## src/rtl/aclink_pkg.sv

```systemverilog
package aclink_pkg;

    typedef enum logic [1:0] {
        FR_IDLE = 2'd0,
        FR_RECV = 2'd1,
        FR_DONE = 2'd2
    } fr_state_e;

endpackage

```

## src/rtl/aclink_sync.sv

```systemverilog
module aclink_sync #(
    parameter int STAGES = 2
) (
    input  logic clk,
    input  logic rst_n,
    input  logic bclk_raw,
    input  logic sync_raw,
    input  logic data_raw,
    output logic bclk_fall,
    output logic sync_s,
    output logic data_s
);
    localparam int LINES = 3;

    logic [LINES-1:0] raw_vec;
    logic [LINES-1:0] synced;
    logic             bclk_prev;

    assign raw_vec = {data_raw, sync_raw, bclk_raw};

    for (genvar g = 0; g < LINES; g++) begin : g_line
        logic [STAGES-1:0] chain;
        always_ff @(posedge clk) begin
            if (!rst_n) begin
                chain <= '0;
            end else begin
                chain <= {chain[STAGES-2:0], raw_vec[g]};
            end
        end
        assign synced[g] = chain[STAGES-1];
    end

    always_ff @(posedge clk) begin
        if (!rst_n) begin
            bclk_prev <= 1'b0;
        end else begin
            bclk_prev <= synced[0];
        end
    end

    assign bclk_fall = bclk_prev & ~synced[0];
    assign sync_s    = synced[1];
    assign data_s    = synced[2];


    fall_spacing_chk: assert property (@(posedge clk) disable iff (!rst_n)
        bclk_fall |=> !bclk_fall);

endmodule

```

## src/rtl/aclink_framer.sv

```systemverilog
module aclink_framer
    import aclink_pkg::*;
#(
    parameter int TAG_BITS   = 16,
    parameter int SLOT_BITS  = 20,
    parameter int DATA_SLOTS = 12,
    localparam int FRAME_BITS = TAG_BITS + DATA_SLOTS * SLOT_BITS,
    localparam int IDX_W      = $clog2(DATA_SLOTS + 1),
    localparam int POS_W      = $clog2(SLOT_BITS + 1),
    localparam int CNT_W      = $clog2(FRAME_BITS + 1)
) (
    input  logic                 clk,
    input  logic                 rst_n,
    input  logic                 bit_fall,
    input  logic                 sync_s,
    input  logic                 data_s,
    output logic                 emit,
    output logic [IDX_W-1:0]     emit_idx,
    output logic [SLOT_BITS-1:0] emit_word,
    output logic                 restart_short
);
    fr_state_e            state, state_nx;
    logic                 mark_h1, mark_h2;
    logic [SLOT_BITS-2:0] shreg;
    logic [SLOT_BITS-1:0] shifted;
    logic [IDX_W-1:0]     slot_idx;
    logic [POS_W-1:0]     slot_pos;
    logic [POS_W-1:0]     cur_len;
    logic [CNT_W-1:0]     bit_cnt;
    logic                 frame_start;
    logic                 slot_end;
    logic                 frame_end;

    assign frame_start = bit_fall && !mark_h2 && mark_h1;
    assign shifted     = {shreg, data_s};
    assign cur_len     = (slot_idx == '0) ? POS_W'(TAG_BITS) : POS_W'(SLOT_BITS);
    assign slot_end    = (slot_pos + POS_W'(1)) == cur_len;
    assign frame_end   = (bit_cnt + CNT_W'(1)) == CNT_W'(FRAME_BITS);

    // next-state logic
    always_comb begin
        state_nx = state;
        unique case (state)
            FR_IDLE: if (frame_start) state_nx = FR_RECV;
            FR_RECV: begin
                if (frame_start)              state_nx = FR_RECV;
                else if (bit_fall && frame_end) state_nx = FR_DONE;
            end
            FR_DONE: if (frame_start) state_nx = FR_RECV;
            default: state_nx = FR_IDLE;
        endcase
    end

    // state register
    always_ff @(posedge clk) begin
        if (!rst_n) state <= FR_IDLE;
        else        state <= state_nx;
    end

    // bit and slot counters, shift register, marker history
    always_ff @(posedge clk) begin
        if (!rst_n) begin
            mark_h1  <= 1'b0;
            mark_h2  <= 1'b0;
            shreg    <= '0;
            slot_idx <= '0;
            slot_pos <= '0;
            bit_cnt  <= '0;
        end else if (bit_fall) begin
            mark_h2 <= mark_h1;
            mark_h1 <= sync_s;
            if (frame_start) begin
                shreg    <= {{(SLOT_BITS-2){1'b0}}, data_s};
                slot_idx <= '0;
                slot_pos <= POS_W'(1);
                bit_cnt  <= CNT_W'(1);
            end else if (state == FR_RECV) begin
                shreg   <= shifted[SLOT_BITS-2:0];
                bit_cnt <= bit_cnt + CNT_W'(1);
                if (slot_end) begin
                    slot_pos <= '0;
                    slot_idx <= slot_idx + IDX_W'(1);
                end else begin
                    slot_pos <= slot_pos + POS_W'(1);
                end
            end
        end
    end

    // outputs
    always_comb begin
        emit          = 1'b0;
        emit_idx      = slot_idx;
        emit_word     = shifted;
        restart_short = 1'b0;
        unique case (state)
            FR_IDLE: ;
            FR_RECV: begin
                restart_short = frame_start;
                emit = bit_fall && !frame_start && slot_end;
                if (slot_idx == '0)
                    emit_word = {shifted[TAG_BITS-1:0], {(SLOT_BITS-TAG_BITS){1'b0}}};
            end
            FR_DONE: ;
            default: ;
        endcase
    end


    recv_count_chk: assert property (@(posedge clk) disable iff (!rst_n)
        (state == FR_RECV) |-> (bit_cnt != '0 && bit_cnt < CNT_W'(FRAME_BITS)));


    slot_bound_chk: assert property (@(posedge clk) disable iff (!rst_n)
        (state == FR_RECV) |-> (slot_idx <= IDX_W'(DATA_SLOTS)));


    idle_reset_chk: assert property (@(posedge clk) disable iff (!rst_n)
        (state == FR_IDLE) |-> (bit_cnt == '0));

endmodule

```

## src/rtl/aclink_slot_out.sv

```systemverilog
module aclink_slot_out #(
    parameter int SLOT_BITS   = 20,
    parameter int SAMPLE_BITS = 16,
    parameter int IDX_W       = 4,
    parameter int FIRST_AUDIO = 3,
    parameter int LAST_AUDIO  = 11,
    parameter int LAST_SLOT   = 12
) (
    input  logic                   clk,
    input  logic                   rst_n,
    input  logic                   emit,
    input  logic [IDX_W-1:0]       emit_idx,
    input  logic [SLOT_BITS-1:0]   emit_word,
    input  logic                   restart_short,
    output logic                   slot_valid,
    output logic [IDX_W-1:0]       slot_idx,
    output logic [SLOT_BITS-1:0]   slot_word,
    output logic                   sample_valid,
    output logic [SAMPLE_BITS-1:0] sample,
    output logic                   short_frame
);
    logic is_audio;

    assign is_audio = (emit_idx >= IDX_W'(FIRST_AUDIO)) && (emit_idx <= IDX_W'(LAST_AUDIO));

    always_ff @(posedge clk) begin
        if (!rst_n) begin
            slot_valid   <= 1'b0;
            slot_idx     <= '0;
            slot_word    <= '0;
            sample_valid <= 1'b0;
            sample       <= '0;
            short_frame  <= 1'b0;
        end else begin
            slot_valid   <= emit;
            sample_valid <= emit && is_audio;
            short_frame  <= restart_short;
            if (emit) begin
                slot_idx  <= emit_idx;
                slot_word <= emit_word;
                if (is_audio) sample <= emit_word[SLOT_BITS-1 -: SAMPLE_BITS];
            end
        end
    end


    slot_pulse_chk: assert property (@(posedge clk) disable iff (!rst_n)
        slot_valid |=> !slot_valid);


    slot_range_chk: assert property (@(posedge clk) disable iff (!rst_n)
        slot_valid |-> (slot_idx <= IDX_W'(LAST_SLOT)));


    sample_pair_chk: assert property (@(posedge clk) disable iff (!rst_n)
        sample_valid |-> (slot_valid && sample == slot_word[SLOT_BITS-1 -: SAMPLE_BITS]));


    short_pulse_chk: assert property (@(posedge clk) disable iff (!rst_n)
        short_frame |=> !short_frame);

endmodule

```

## src/rtl/aclink_deser.sv

```systemverilog
module aclink_deser #(
    parameter int TAG_BITS    = 16,
    parameter int SLOT_BITS   = 20,
    parameter int DATA_SLOTS  = 12,
    parameter int SAMPLE_BITS = 16,
    parameter int FIRST_AUDIO = 3,
    parameter int LAST_AUDIO  = 11,
    parameter int SYNC_STAGES = 2,
    localparam int IDX_W      = $clog2(DATA_SLOTS + 1)
) (
    input  logic                   clk,
    input  logic                   rst_n,
    input  logic                   bit_clk_i,
    input  logic                   sync_i,
    input  logic                   sdata_i,
    output logic                   slot_valid,
    output logic [IDX_W-1:0]       slot_idx,
    output logic [SLOT_BITS-1:0]   slot_word,
    output logic                   sample_valid,
    output logic [SAMPLE_BITS-1:0] sample,
    output logic                   short_frame
);
    logic                 bit_fall, sync_s, data_s;
    logic                 emit, restart_short;
    logic [IDX_W-1:0]     emit_idx;
    logic [SLOT_BITS-1:0] emit_word;

    aclink_sync #(.STAGES(SYNC_STAGES)) u_sync (
        .clk       (clk),
        .rst_n     (rst_n),
        .bclk_raw  (bit_clk_i),
        .sync_raw  (sync_i),
        .data_raw  (sdata_i),
        .bclk_fall (bit_fall),
        .sync_s    (sync_s),
        .data_s    (data_s)
    );

    aclink_framer #(
        .TAG_BITS   (TAG_BITS),
        .SLOT_BITS  (SLOT_BITS),
        .DATA_SLOTS (DATA_SLOTS)
    ) u_framer (
        .clk           (clk),
        .rst_n         (rst_n),
        .bit_fall      (bit_fall),
        .sync_s        (sync_s),
        .data_s        (data_s),
        .emit          (emit),
        .emit_idx      (emit_idx),
        .emit_word     (emit_word),
        .restart_short (restart_short)
    );

    aclink_slot_out #(
        .SLOT_BITS   (SLOT_BITS),
        .SAMPLE_BITS (SAMPLE_BITS),
        .IDX_W       (IDX_W),
        .FIRST_AUDIO (FIRST_AUDIO),
        .LAST_AUDIO  (LAST_AUDIO),
        .LAST_SLOT   (DATA_SLOTS)
    ) u_out (
        .clk           (clk),
        .rst_n         (rst_n),
        .emit          (emit),
        .emit_idx      (emit_idx),
        .emit_word     (emit_word),
        .restart_short (restart_short),
        .slot_valid    (slot_valid),
        .slot_idx      (slot_idx),
        .slot_word     (slot_word),
        .sample_valid  (sample_valid),
        .sample        (sample),
        .short_frame   (short_frame)
    );

endmodule

```

## config.mk

```make
export PLATFORM = sky130hd
export DESIGN_NAME = aclink_deser
export DESIGN_NICKNAME = d
export VERILOG_FILES = /design/src/rtl/aclink_pkg.sv /design/src/rtl/aclink_sync.sv /design/src/rtl/aclink_framer.sv /design/src/rtl/aclink_slot_out.sv /design/src/rtl/aclink_deser.sv
export SDC_FILE = /design/constraint.sdc
export NUM_CORES = 1
export LEC_CHECK = 0
export CAP_MARGIN = 5
export CORE_ASPECT_RATIO = 0.7
export CORE_UTILIZATION = 35
export CTS_CLUSTER_SIZE = 20
export DETAILED_ROUTE_END_ITERATION = 16
export PLACE_DENSITY_LB_ADDON = 0.15
export SYNTH_ARGS = -nofsm -noshare
export SYNTH_HDL_FRONTEND = slang
export SYNTH_SLANG_ARGS = --single-unit
```

## constraint.sdc

```tcl
create_clock -name clk -period 1.9 [get_ports clk]
set_input_delay 0.38 -clock clk [delete_from_list [all_inputs] [get_ports clk]]
set_output_delay 0.38 -clock clk [all_outputs]
set_load 0.05 [all_outputs]
```

[After elaboration in Yosys (flattened, before gate mapping)]
Index checks and enable logic that the tools add are counted.
Word-level totals
  flip-flop bits (word level): 91
  bits of input ports: 5
Cells by class
  add/subtract/negate cells: 3
  magnitude comparators: 2
  equality and inequality tests: 6
  mux-type cells: 18
  bitwise gates (word level): 2
  reduce and logical (&&, ||, !) cells: 19
Operator list (number)
  $mux W20: 2
  $mux W19: 2
  $mux W9: 2
  $mux W5: 3
  $mux W4: 3
  $add A9 B1 Y9 const B: 1
  $eq A9 B9 Y1 const B: 1
  $reduce_and A2 Y1: 4
  $logic_and A1 B1 Y1: 7
  $mux W2: 3
  $add A5 B1 Y5 const B: 1
  $eq A5 B5 Y1: 1
  $add A4 B1 Y4 const B: 1
  $ge A4 B2 Y1 const B: 1
  $le A4 B4 Y1 const B: 1
  $logic_not A4 Y1: 1
  $pmux W2 S2: 1
  $reduce_bool A2 Y1: 2
  $mux W3: 1
  $ne A3 B1 Y1 const B: 1
  $reduce_and A3 Y1: 1
  $eq A2 B1 Y1 const B: 1
  $eq A2 B2 Y1 const B: 1
  $logic_not A1 Y1: 2
  other kinds (6): 6

[Depth between registers and ports, before layout]
Gate-level depths: netlist of the first run.
  word-level depth: 9
  depth in mapped cells: 9

[Hierarchy]
A second synthesis of the first run with hierarchy kept.
Unflattened totals
  cells, all modules: 407
  area total of the unflattened synthesis: 3858.7 um^2
By module, submodules not included
  aclink_framer: instances 1, cells each 236, area each 2028.2 um^2, seq. area each 820.8 um^2
  aclink_slot_out: instances 1, cells each 156, area each 1640.3 um^2, seq. area each 860.8 um^2
  aclink_sync: instances 1, cells each 15, area each 190.2 um^2, seq. area each 140.1 um^2

[Worst setup path after synthesis of the first run]
Ideal clock, no wire load.
  kind: register -> register
  from: register u_framer.slot_idx[0] (netlist: u_framer.emit_idx[0])
  to: register u_out.sample[14]
  setup time: 0.116 ns
  arrival time: 1.721 ns
  data required time: 1.784 ns
  setup slack: 0.063 ns
  cell stages (with the launch flop): 9
  path buffers: 1
  clock period less this slack: 1.837 ns
  path through: dfxtp_1 inv_1 ha_1 nor3b_4 xnor2_1 and4b_4 clkbuf_1 nand3_1 o211a_1
Between the ends
  longest elaborated chain between the ends: 6
  elaborated cells between the ends (all ways): 11
RTL lines
  start: declaration: RTL line aclink_framer.sv:26  | logic [IDX_W-1:0] slot_idx;
  start signal: assignment: RTL line aclink_framer.sv:82  | slot_idx <= slot_idx + IDX_W'(1);
  $logic_not A4 Y1: RTL line aclink_framer.sv:36, aclink_framer.sv:101
  $mux W3: RTL line aclink_framer.sv:36  | assign cur_len = (slot_idx == '0) ? POS_W'(TAG_BITS) : POS_W'(SLOT_BITS);
  $eq A5 B5 Y1: RTL line aclink_framer.sv:37  | assign slot_end = (slot_pos + POS_W'(1)) == cur_len;
  $logic_and A1 B1 Y1: RTL line aclink_framer.sv:100  | emit = bit_fall && !frame_start && slot_end;
  $mux W1: RTL line aclink_framer.sv:96  | unique case (state)
  $reduce_and A2 Y1 (no source line)
  end signal: assignment: RTL line aclink_slot_out.sv:41  | if (is_audio) sample <= emit_word[SLOT_BITS-1 -: SAMPLE_BITS];
  end: declaration: RTL line aclink_slot_out.sv:19  | output logic [SAMPLE_BITS-1:0] sample,
Several ways; a longest one is shown, not always the timed one.
A chain may end at the register's enable or synchronous reset.

[Final worst setup path of the first run]
  from: register u_out.slot_word[9]
  to: output port slot_word[9]
RTL lines
  start: declaration: RTL line aclink_slot_out.sv:17  | output logic [SLOT_BITS-1:0] slot_word,
  start signal: assignment: RTL line aclink_slot_out.sv:40  | slot_word <= emit_word;
  end: declaration: RTL line aclink_deser.sv:18  | output logic [SLOT_BITS-1:0] slot_word,
No word-level cell between the ends.

==> summary.txt, run 1 <==
Run status
  • Status: complete, no violations

Logic synthesis
  • Largest family of logic cells by synthesized area: simple AND/OR/NAND/NOR gates
  • Netlist cell types: 41
  • Post-synthesis adder-cell area fraction: 1.35%
  • Synth Net Count: 409
  • Asr flop ratio synth: 0%
  • Post-Syn Instances: 400
  • Mux share of post-synthesis cell area: 5.49%
  • Synth Flop Type: dfxtp_1
  • Compound-Gate Fraction of Synth Area: 15.9%
  • XOR/XNOR Fraction of Synth Area: 2.59%
  • Syn avg cell area: 9.29 um2
  • FF+latch count, synth: 91
  • Simple-Gate Fraction of Synth Area: 21.4%
  • Post-synthesis sequential area ratio: ~49%
  • EDFF count, synth: 0
  • Post-synthesis cell area: 3720 um2
  • Yosys warns: 0

Final layout
  • Final Non-Filler Cells: 599
  • Commonest non-fill, non-tap cell in the layout: dfxtp_1
  • Commonest cells after routing, fill and taps aside: dfxtp_1 (86), nand2_1 (77), buf_4 (41), o211a_1 (33), a21oi_1 (25)
  • Share of layout cells above drive strength 1: 19.7%
  • Nets@finish: 471
  • Diode count: 0
  • Area Overhead vs Synth: 32.6%

Power and ir drop
  • Comb pwr share: 1.5%
  • Peak supply drop: 0.475 mV
  • Sw Share: between 20% and 30%
  • P_int: 3020 uW
  • Clock power share: a little under half
  • Lkg Pwr: 0.00251 uW
  • P per Cell Area: 770 nW/um2
  • P_sw: around 770 uW
  • Seq pwr share: between 50% and 60%

Global routing
  • Gr ovfl total: 0
  • Vias in the first global route: 2834
  • Largest net degree at the start of global routing: 48
  • Tot GR Track Use: approximately 16%
  • Initial antenna violation count: 0
  • First-pass GRT wire length: about 14000 um

Clock network
  • CTS tree: built
  • CTS Hold Bufs: 0
  • Clk sinks: 91
  • H-tree levels: 3
  • CTS root buf: clkbuf_16
  • Clock slew at reported path FFs: about 0.07 ns
  • Cts bufs inserted: 9
  • Buffer depth of the longest clock path: 2
  • Worst skew pair latency: 0.34 ns

Setup path
  • Arrival @ worst endpoint: 1.50 ns
  • Launch point of the worst path: u_out.slot_word[9]$_SDFFE_PN0P_
  • Critical Path, Cell by Cell: clkdlybuf4s50_1
  • Cell family with most CP delay: buffers and inverters
  • CP startpoint kind: flop
  • Worst R2R Setup Slack: 0.07 ns
  • CP Capture Type: primary output
  • Max Fanout on Critical Path: 2
  • Critical Path RT: between 1.5 and 2 ns
  • Critical path's largest stage delay: 0.81 ns
  • Reg-to-reg critical path startpoint: u_framer.emit_idx[0]$_SDFFE_PN0P_
  • Path depth of the worst reg2reg path: 9
  • Worst-path cell with the longest stage delay: clkdlybuf4s50_1
  • R2r endpoint: u_out.slot_word[11]$_SDFFE_PN0P_
  • Crit path buffers/inverters: 1
  • Setup CP Type: flop to primary output

Place
  • DP Cell Count: around 570
  • Post-Place Worst Slack: -0.00876 ns
  • DP Wirelength: 5520 um
  • Port bufs: 47
  • GPL Wtd Cong: roughly 0.77

STA
  • Hold Vio Cnt, Final: 0
  • Fin crit period: 1.88 ns
  • Final Cycle Share: 98.8%
  • Slew Limit Fails: 0
  • Count of final setup violators: 0
  • Final WS setup: 0.0225 ns
  • Worst rel slew slack: between 60% and 70%
  • Actual slew at the worst max-slew pin: 0.511 ns
  • Fmax: approximately 530 MHz
  • Clock Skew: 0.00501 ns

Drt
  • Vias per cell: about 5
  • First-pass iteration count of the detailed router: 6
  • Antenna-violating nets left: 0
  • # DRC: 0
  • Routed WL: 9060 um
  • Routed len/inst: 15.1 um
  • Initial drt markers: 220
  • Detailed-route via count: 3053

Hold path
  • Worst Hold Class: input pin to flop
  • Hold wc startpoint: rst_n
  • Cell count of the worst hold path: 3
  • Worst Hold Endpoint: u_framer.state[0]$_SDFFE_PN0P_

Floorplanning
  • Starting Density: 36.0%
  • Die ar.: 11000 um2
  • Core area: just over 10000 um2
  • DIE HEIGHT: about 88 um
  • Die width: 125 um
  • # IOs: 48
  • Rows: 31

Job
  • Max-Cap Viols: 0
[worst max path at each step]
stage / end / slack, ns / cells past startpoint
finish: slot_word[9] / 0.02 / 1
global placement: u_out.sample[0]$_SDFFE_PN0P_ / 0.06 / 7
detailed placement: u_out.sample[10]$_SDFFE_PN0P_ / -0.009 / 7
global route: u_out.slot_word[11]$_SDFFE_PN0P_ / -0.02 / 9
floorplan: u_out.sample[14]$_SDFFE_PN0P_ / 0.06 / 8
CTS: u_out.sample[10]$_SDFFE_PN0P_ / 0.002 / 8
[worst register-to-register path, stage by stage, from the launching register on]
cell	delay, ns
dfxtp_2	0.33
inv_2	0.08
ha_4	0.12
nor3b_4	0.22
xnor2_2	0.11
and4b_4	0.25
buf_12	0.15
buf_4	0.14
buf_6	0.13
o211a_1	0.20
[sequential cells by signal, summed over array words and instances, names as in the netlist]
| register | cells |
|---|---|
| u_out.slot_word | 20 |
| u_framer.mark_h1 | 1 |
| u_out.sample | 16 |
| u_out.slot_valid | 1 |
| u_out.slot_idx | 4 |
| u_framer.state | 2 |
| u_framer.mark_h2 | 1 |
| u_framer.bit_cnt | 9 |
| u_framer.slot_pos | 5 |
| u_framer.emit_idx | 4 |
| u_framer.shreg | 19 |
| u_out.short_frame | 1 |
| u_out.sample_valid | 1 |
| u_sync.bclk_prev | 1 |
| u_sync.g_line.chain | 6 |
[per-stage QoR]
step                power, uW  TNS, ns  cell area [um2]  utilization, %  hold slack [ns]
floorplan                1990        0             3720               -            0.412
global placement         2020        0             4330            42.0            0.413
detailed placement       2020  -0.0203             4330            42.0            0.419
CTS                      3850        0             4640            45.0            0.412
global route             3920  -0.0936             4930            47.8            0.432
finish                   3800        0             4930            47.8            0.415
[synth_stat cells, types with 2 or more instances]
cell	instances	area share, %
nand4_1	8	1.3
ha_1	4	1.3
xnor2_1	7	1.6
buf_6	3	0.91
xor2_1	4	0.94
buf_4	2	0.40
nor2_1	15	1.5
and3_1	3	0.50
clkbuf_1	16	1.6
dfxtp_1	91	49
inv_1	3	0.30
nor3_1	4	0.54
a21oi_1	25	3.4
buf_1	2	0.20
o211a_1	33	8.9
nand3_1	26	3.5
nand2b_1	3	0.50
o21ai_0	11	1.5
and2_1	10	1.7
nor2b_1	4	0.67
a21boi_0	4	0.81
buf_2	6	0.81
nand2_1	78	7.9
or3_1	2	0.34
mux2i_1	19	5.1
o211ai_1	2	0.40
[logic make-up after synthesis]
group                    Yosys count
flip-flops                        91
XOR/XNOR                          11
buffers and inverters             32
AND/OR/NAND/NOR                  163
AO/OA/AOI/OAI                     79
multiplexers                      20
adder cells (fa/ha/maj)            4
[power by group through the flow]
stage / Clock (uW) / Sequential [uW] / Combinational, uW
after floorplan: 0 / 1960 / 35.0
after global placement: 0 / 1960 / 58.3
after detailed placement: 0 / 1960 / 59.5
after CTS: 1870 / 1920 / 59.3
after global routing: 1940 / 1910 / 64.3
final: 1820 / 1920 / 57.5
[cell type report]
| type | count | area [um2] |
|---|---|---|
| sequential | 91 | 1830 |
| fill | 981 | 5390 |
| clock buffer | 12 | 256 |
| timing repair buffer | 79 | 803 |
| multi-input combinational | 278 | 1810 |
| inverter | 3 | 11.3 |
| tap | 132 | 165 |
| clock inverter | 4 | 48.8 |
[metal layers]
metal	vias to the layer above	global-route usage (%)	wire length, um
met3	7	4.66	405
met5	-	0	0
met2	65	24.5	3880
met4	0	5.76	74
li1	1523	-	-
met1	1458	21.8	4700
[repair_timing]
| item | in CTS | in global routing |
|---|---|---|
| cloned | 0 | 6 |
| gates resized for setup | 1 | 35 |
| endpoints found under the setup margin | 31 | 57 |
| pin swaps | 0 | 4 |
| buffers inserted | 0 | 8 |
(Power assumes the default switching activity.)
==> inputs of run 2 (changes only) <==
- CORE_UTILIZATION: 35 -> 49
- SKIP_CTS_REPAIR_TIMING: default -> 1
==> run 2 against run 1 <==
Compared with the run above:
- the flow now finishes with violations (negative setup slack)
- largest power group unchanged
- routed wire length down 1.5%
- via count increased by 2.2%
- hold slack improved by 0.024 ns
- sequential share of layout area decreased by 0.27 points
- clock-buffer cell count did not move
- non-clock buffer count increased by 1
- worst setup slack lost 0.073 ns
- clock skew increased by 0.0032 ns
- global-route usage increased by 4.2 points
- critical path type is now flop to flop
- cell count fell by 5.2%
- final area is 0.58% higher
- core utilization up 20 points
==> summary.txt, run 2 (synthesis gave the netlist of run 1 again) <==
Run status
  • Status: finished, violations left
  • Failing checks: negative setup slack

Final layout
  • Fin area: 4960 um2 (+0.58%)
  • Final Non-Filler Cells: 568 (-5.2%)
  • Largest regs: u_out.slot_word x20, u_framer.shreg x19, u_out.sample x16
  • Diode count: 0 (unchanged)
  • Max reg flops: 20 (unchanged)
  • Core Util, Final: 67.7% (+20 points)
  • Share of layout cells above drive strength 1: 16.8% (-2.9 points)
  • Nets@finish: 474 (+0.64%)
  • Area Overhead vs Synth: 33.4%
  • Commonest non-fill, non-tap cell in the layout: dfxtp_1
  • Largest Register: u_out.slot_word
  • Commonest cells after routing, fill and taps aside: dfxtp_1 (86), nand2_1 (75), dlymetal6s2s_1 (39), o211a_1 (33), a21oi_1 (25)

Setup path
  • Critical Path RT: 2.15 ns (+0.63 ns)
  • Crit path buffers/inverters: 3 (+2)
  • CP Capture Type: flop
  • CP startpoint kind: flop
  • Critical path's largest stage delay: 0.34 ns (-0.47 ns)
  • Critical Path, Cell by Cell: inv_2 > ha_4 > nor3b_4 > xnor2_2 > and4b_4 > buf_12 > clkbuf_16 > nand3_1 > o211a_1
  • Path depth of the worst reg2reg path: 9 (unchanged)
  • Reg-to-reg critical path startpoint: u_framer.emit_idx[0]$_SDFFE_PN0P_
  • R2r endpoint: u_out.sample[10]$_SDFFE_PN0P_
  • Cell family with most CP delay: simple AND/OR/NAND/NOR gates
  • Arrival @ worst endpoint: 2.20 ns (+0.70 ns)
  • Worst-path cell with the longest stage delay: dfxtp_2
  • Setup CP Type: flop to flop
  • Max Fanout on Critical Path: 6 (+4)
  • Worst R2R Setup Slack: -0.05 ns (-0.12 ns)

Hold path
  • Hold wc startpoint: u_sync.g_line[1].chain[0]$_SDFF_PN0_
  • Worst Hold Class: flop to flop
  • Cell count of the worst hold path: 1 (-2)
  • Worst Hold Endpoint: u_sync.g_line[1].chain[1]$_SDFF_PN0_

Power and ir drop
  • Peak supply drop: 0.420 mV (-12%)
  • P per Cell Area: 655 nW/um2 (-15%)
  • Lkg Pwr: 0.00297 uW (+18%)

Clock network
  • Worst skew pair latency: 0.36 ns (+0.02 ns)
  • CTS tree: built
  • CTS root buf: clkbuf_8
  • Clock slew at reported path FFs: 0.09 ns (+0.02 ns)
  • Clk sinks: 91 (unchanged)
  • Cts bufs inserted: 9 (unchanged)
  • H-tree levels: 3 (unchanged)
  • Buffer depth of the longest clock path: 2 (unchanged)

Global routing
  • Vias in the first global route: 2619 (-7.6%)
  • Largest net degree at the start of global routing: 67 (+40%)
  • Initial antenna violation count: 0 (unchanged)
  • Tot GR Track Use: 20.2% (+4.2 points)
  • Gr ovfl total: 0 (unchanged)
  • First-pass GRT wire length: 12600 um (-9.2%)

Job
  • Max-Cap Viols: 0 (unchanged)

Floorplanning
  • DIE HEIGHT: 74.9 um (-15%)
  • Die width: 106 um (-15%)
  • Die ar.: 7940 um2 (-28%)
  • Starting Density: 50.8% (+15 points)
  • Core area: 7320 um2 (-29%)
  • Rows: 26 (-16%)
  • # IOs: 48 (unchanged)

Place
  • DP Cell Count: 534 (-6.2%)
  • GPL Wtd Cong: 0.849 (+11%)
  • Placed Area: 4330 um2 (unchanged)
  • Port bufs: 47 (unchanged)
  • DP Wirelength: 5150 um (-6.7%)
  • Post-Place Worst Slack: -0.0554 ns (-0.0466 ns)

STA
  • RSZ-0062 raised after global routing: true
  • Slew Limit Fails: 0 (unchanged)
  • Fin crit period: 1.95 ns (+0.0729 ns)
  • Final WS setup: -0.0505 ns (-0.0729 ns)
  • Clock Skew: 0.00816 ns (+0.00316 ns)
  • Hold Vio Cnt, Final: 0 (unchanged)
  • Final Cycle Share: 103% (+3.8 points)
  • Fmax: 513 MHz (-3.7%)
  • Worst rel slew slack: 65.0% (-0.88 points)
  • Count of final setup violators: 17 (+17)
  • Actual slew at the worst max-slew pin: 0.524 ns (+0.0132 ns)

Drt
  • First-pass iteration count of the detailed router: 5 (-1)
  • Initial drt markers: 186 (-15%)
  • Vias per cell: 5.49 (+7.8%)
  • Routed WL: 8930 um (-1.5%)
  • # DRC: 0 (unchanged)
  • Detailed-route via count: 3121 (+2.2%)
  • Antenna-violating nets left: 0 (unchanged)
  • Routed len/inst: 15.7 um (+3.9%)
[run 2: cell types whose count changed in the layout (fill, tap and decap cells not counted), moves of 2 or more]
cell	delta
clkbuf_16	-8
clkinvlp_4	+2
clkinv_2	-2
and4b_2	+2
clkbuf_8	+10
buf_4	-19
nand2_1	-2
dlymetal6s2s_1	+28
clkdlybuf4s50_1	-8
[run 2: metal layers]
| metal | wire (um) | global-route usage [%] | up-vias |
|---|---|---|---|
| li1 | - | - | 1530 |
| met1 | 4440 | 28.9 | 1494 |
| met3 | 502 | 5.80 | 8 |
| met5 | 0 | 0 | - |
| met4 | 72 | 5.25 | 0 |
| met2 | 3910 | 30.1 | 89 |
[run 2: how the worst max path moves through the flow]
stage / from / end / slack, ns / cells after the start
5_1_grt: u_framer.slot_pos[0]$_SDFFE_PN0P_ / u_out.sample[10]$_SDFFE_PN0P_ / -0.09 / 7
3_3_place_gp: u_framer.slot_pos[0]$_SDFFE_PN0P_ / u_out.sample[11]$_SDFFE_PN0P_ / -0.007 / 7
2_1_floorplan: u_framer.emit_idx[0]$_SDFFE_PN0P_ / u_out.sample[14]$_SDFFE_PN0P_ / 0.06 / 8
4_1_cts: u_framer.slot_pos[0]$_SDFFE_PN0P_ / u_out.sample[15]$_SDFFE_PN0P_ / -0.07 / 7
6_report: u_framer.emit_idx[0]$_SDFFE_PN0P_ / u_out.sample[10]$_SDFFE_PN0P_ / -0.05 / 9
3_5_place_dp: u_framer.slot_pos[0]$_SDFFE_PN0P_ / u_out.sample[15]$_SDFFE_PN0P_ / -0.06 / 7
[run 2: final cells by class]
class / instances / area [um2]
Clock buffer: 12 / 165
Clock inverter: 4 / 32.5
Fill cell: 562 / 2360
Inverter: 3 / 11.3
Multi-Input combinational cell: 280 / 1850
Sequential cell: 91 / 1830
Tap cell: 98 / 123
Timing Repair Buffer: 80 / 947
[run 2: per-stage QoR]
stage                     total power (uW)  setup TNS [ns]  hold WS (ns)
after floorplan                       1990               0         0.412
after global placement                2020         -0.0516         0.412
after detailed placement              2020          -0.303         0.420
after CTS                             3270          -0.787         0.442
after global routing                  3360           -1.33         0.460
final                                 3250          -0.323         0.439
[run 2: where the power goes]
part           internal (uW)  switching, uW  leakage [uW]  total (uW)
clock network            590            684     0.0000952        1270
logic                   21.7           36.3       0.00213        58.0
registers               1910           2.86      0.000737        1910
total                   2520            723       0.00297        3250
[run 2: worst register-to-register path, cell delays in order (launching register included)]
cell,delay (ns)
dfxtp_2,0.34
inv_2,0.05
ha_4,0.15
nor3b_4,0.15
xnor2_2,0.31
and4b_4,0.32
buf_12,0.13
clkbuf_16,0.14
nand3_1,0.08
o211a_1,0.16
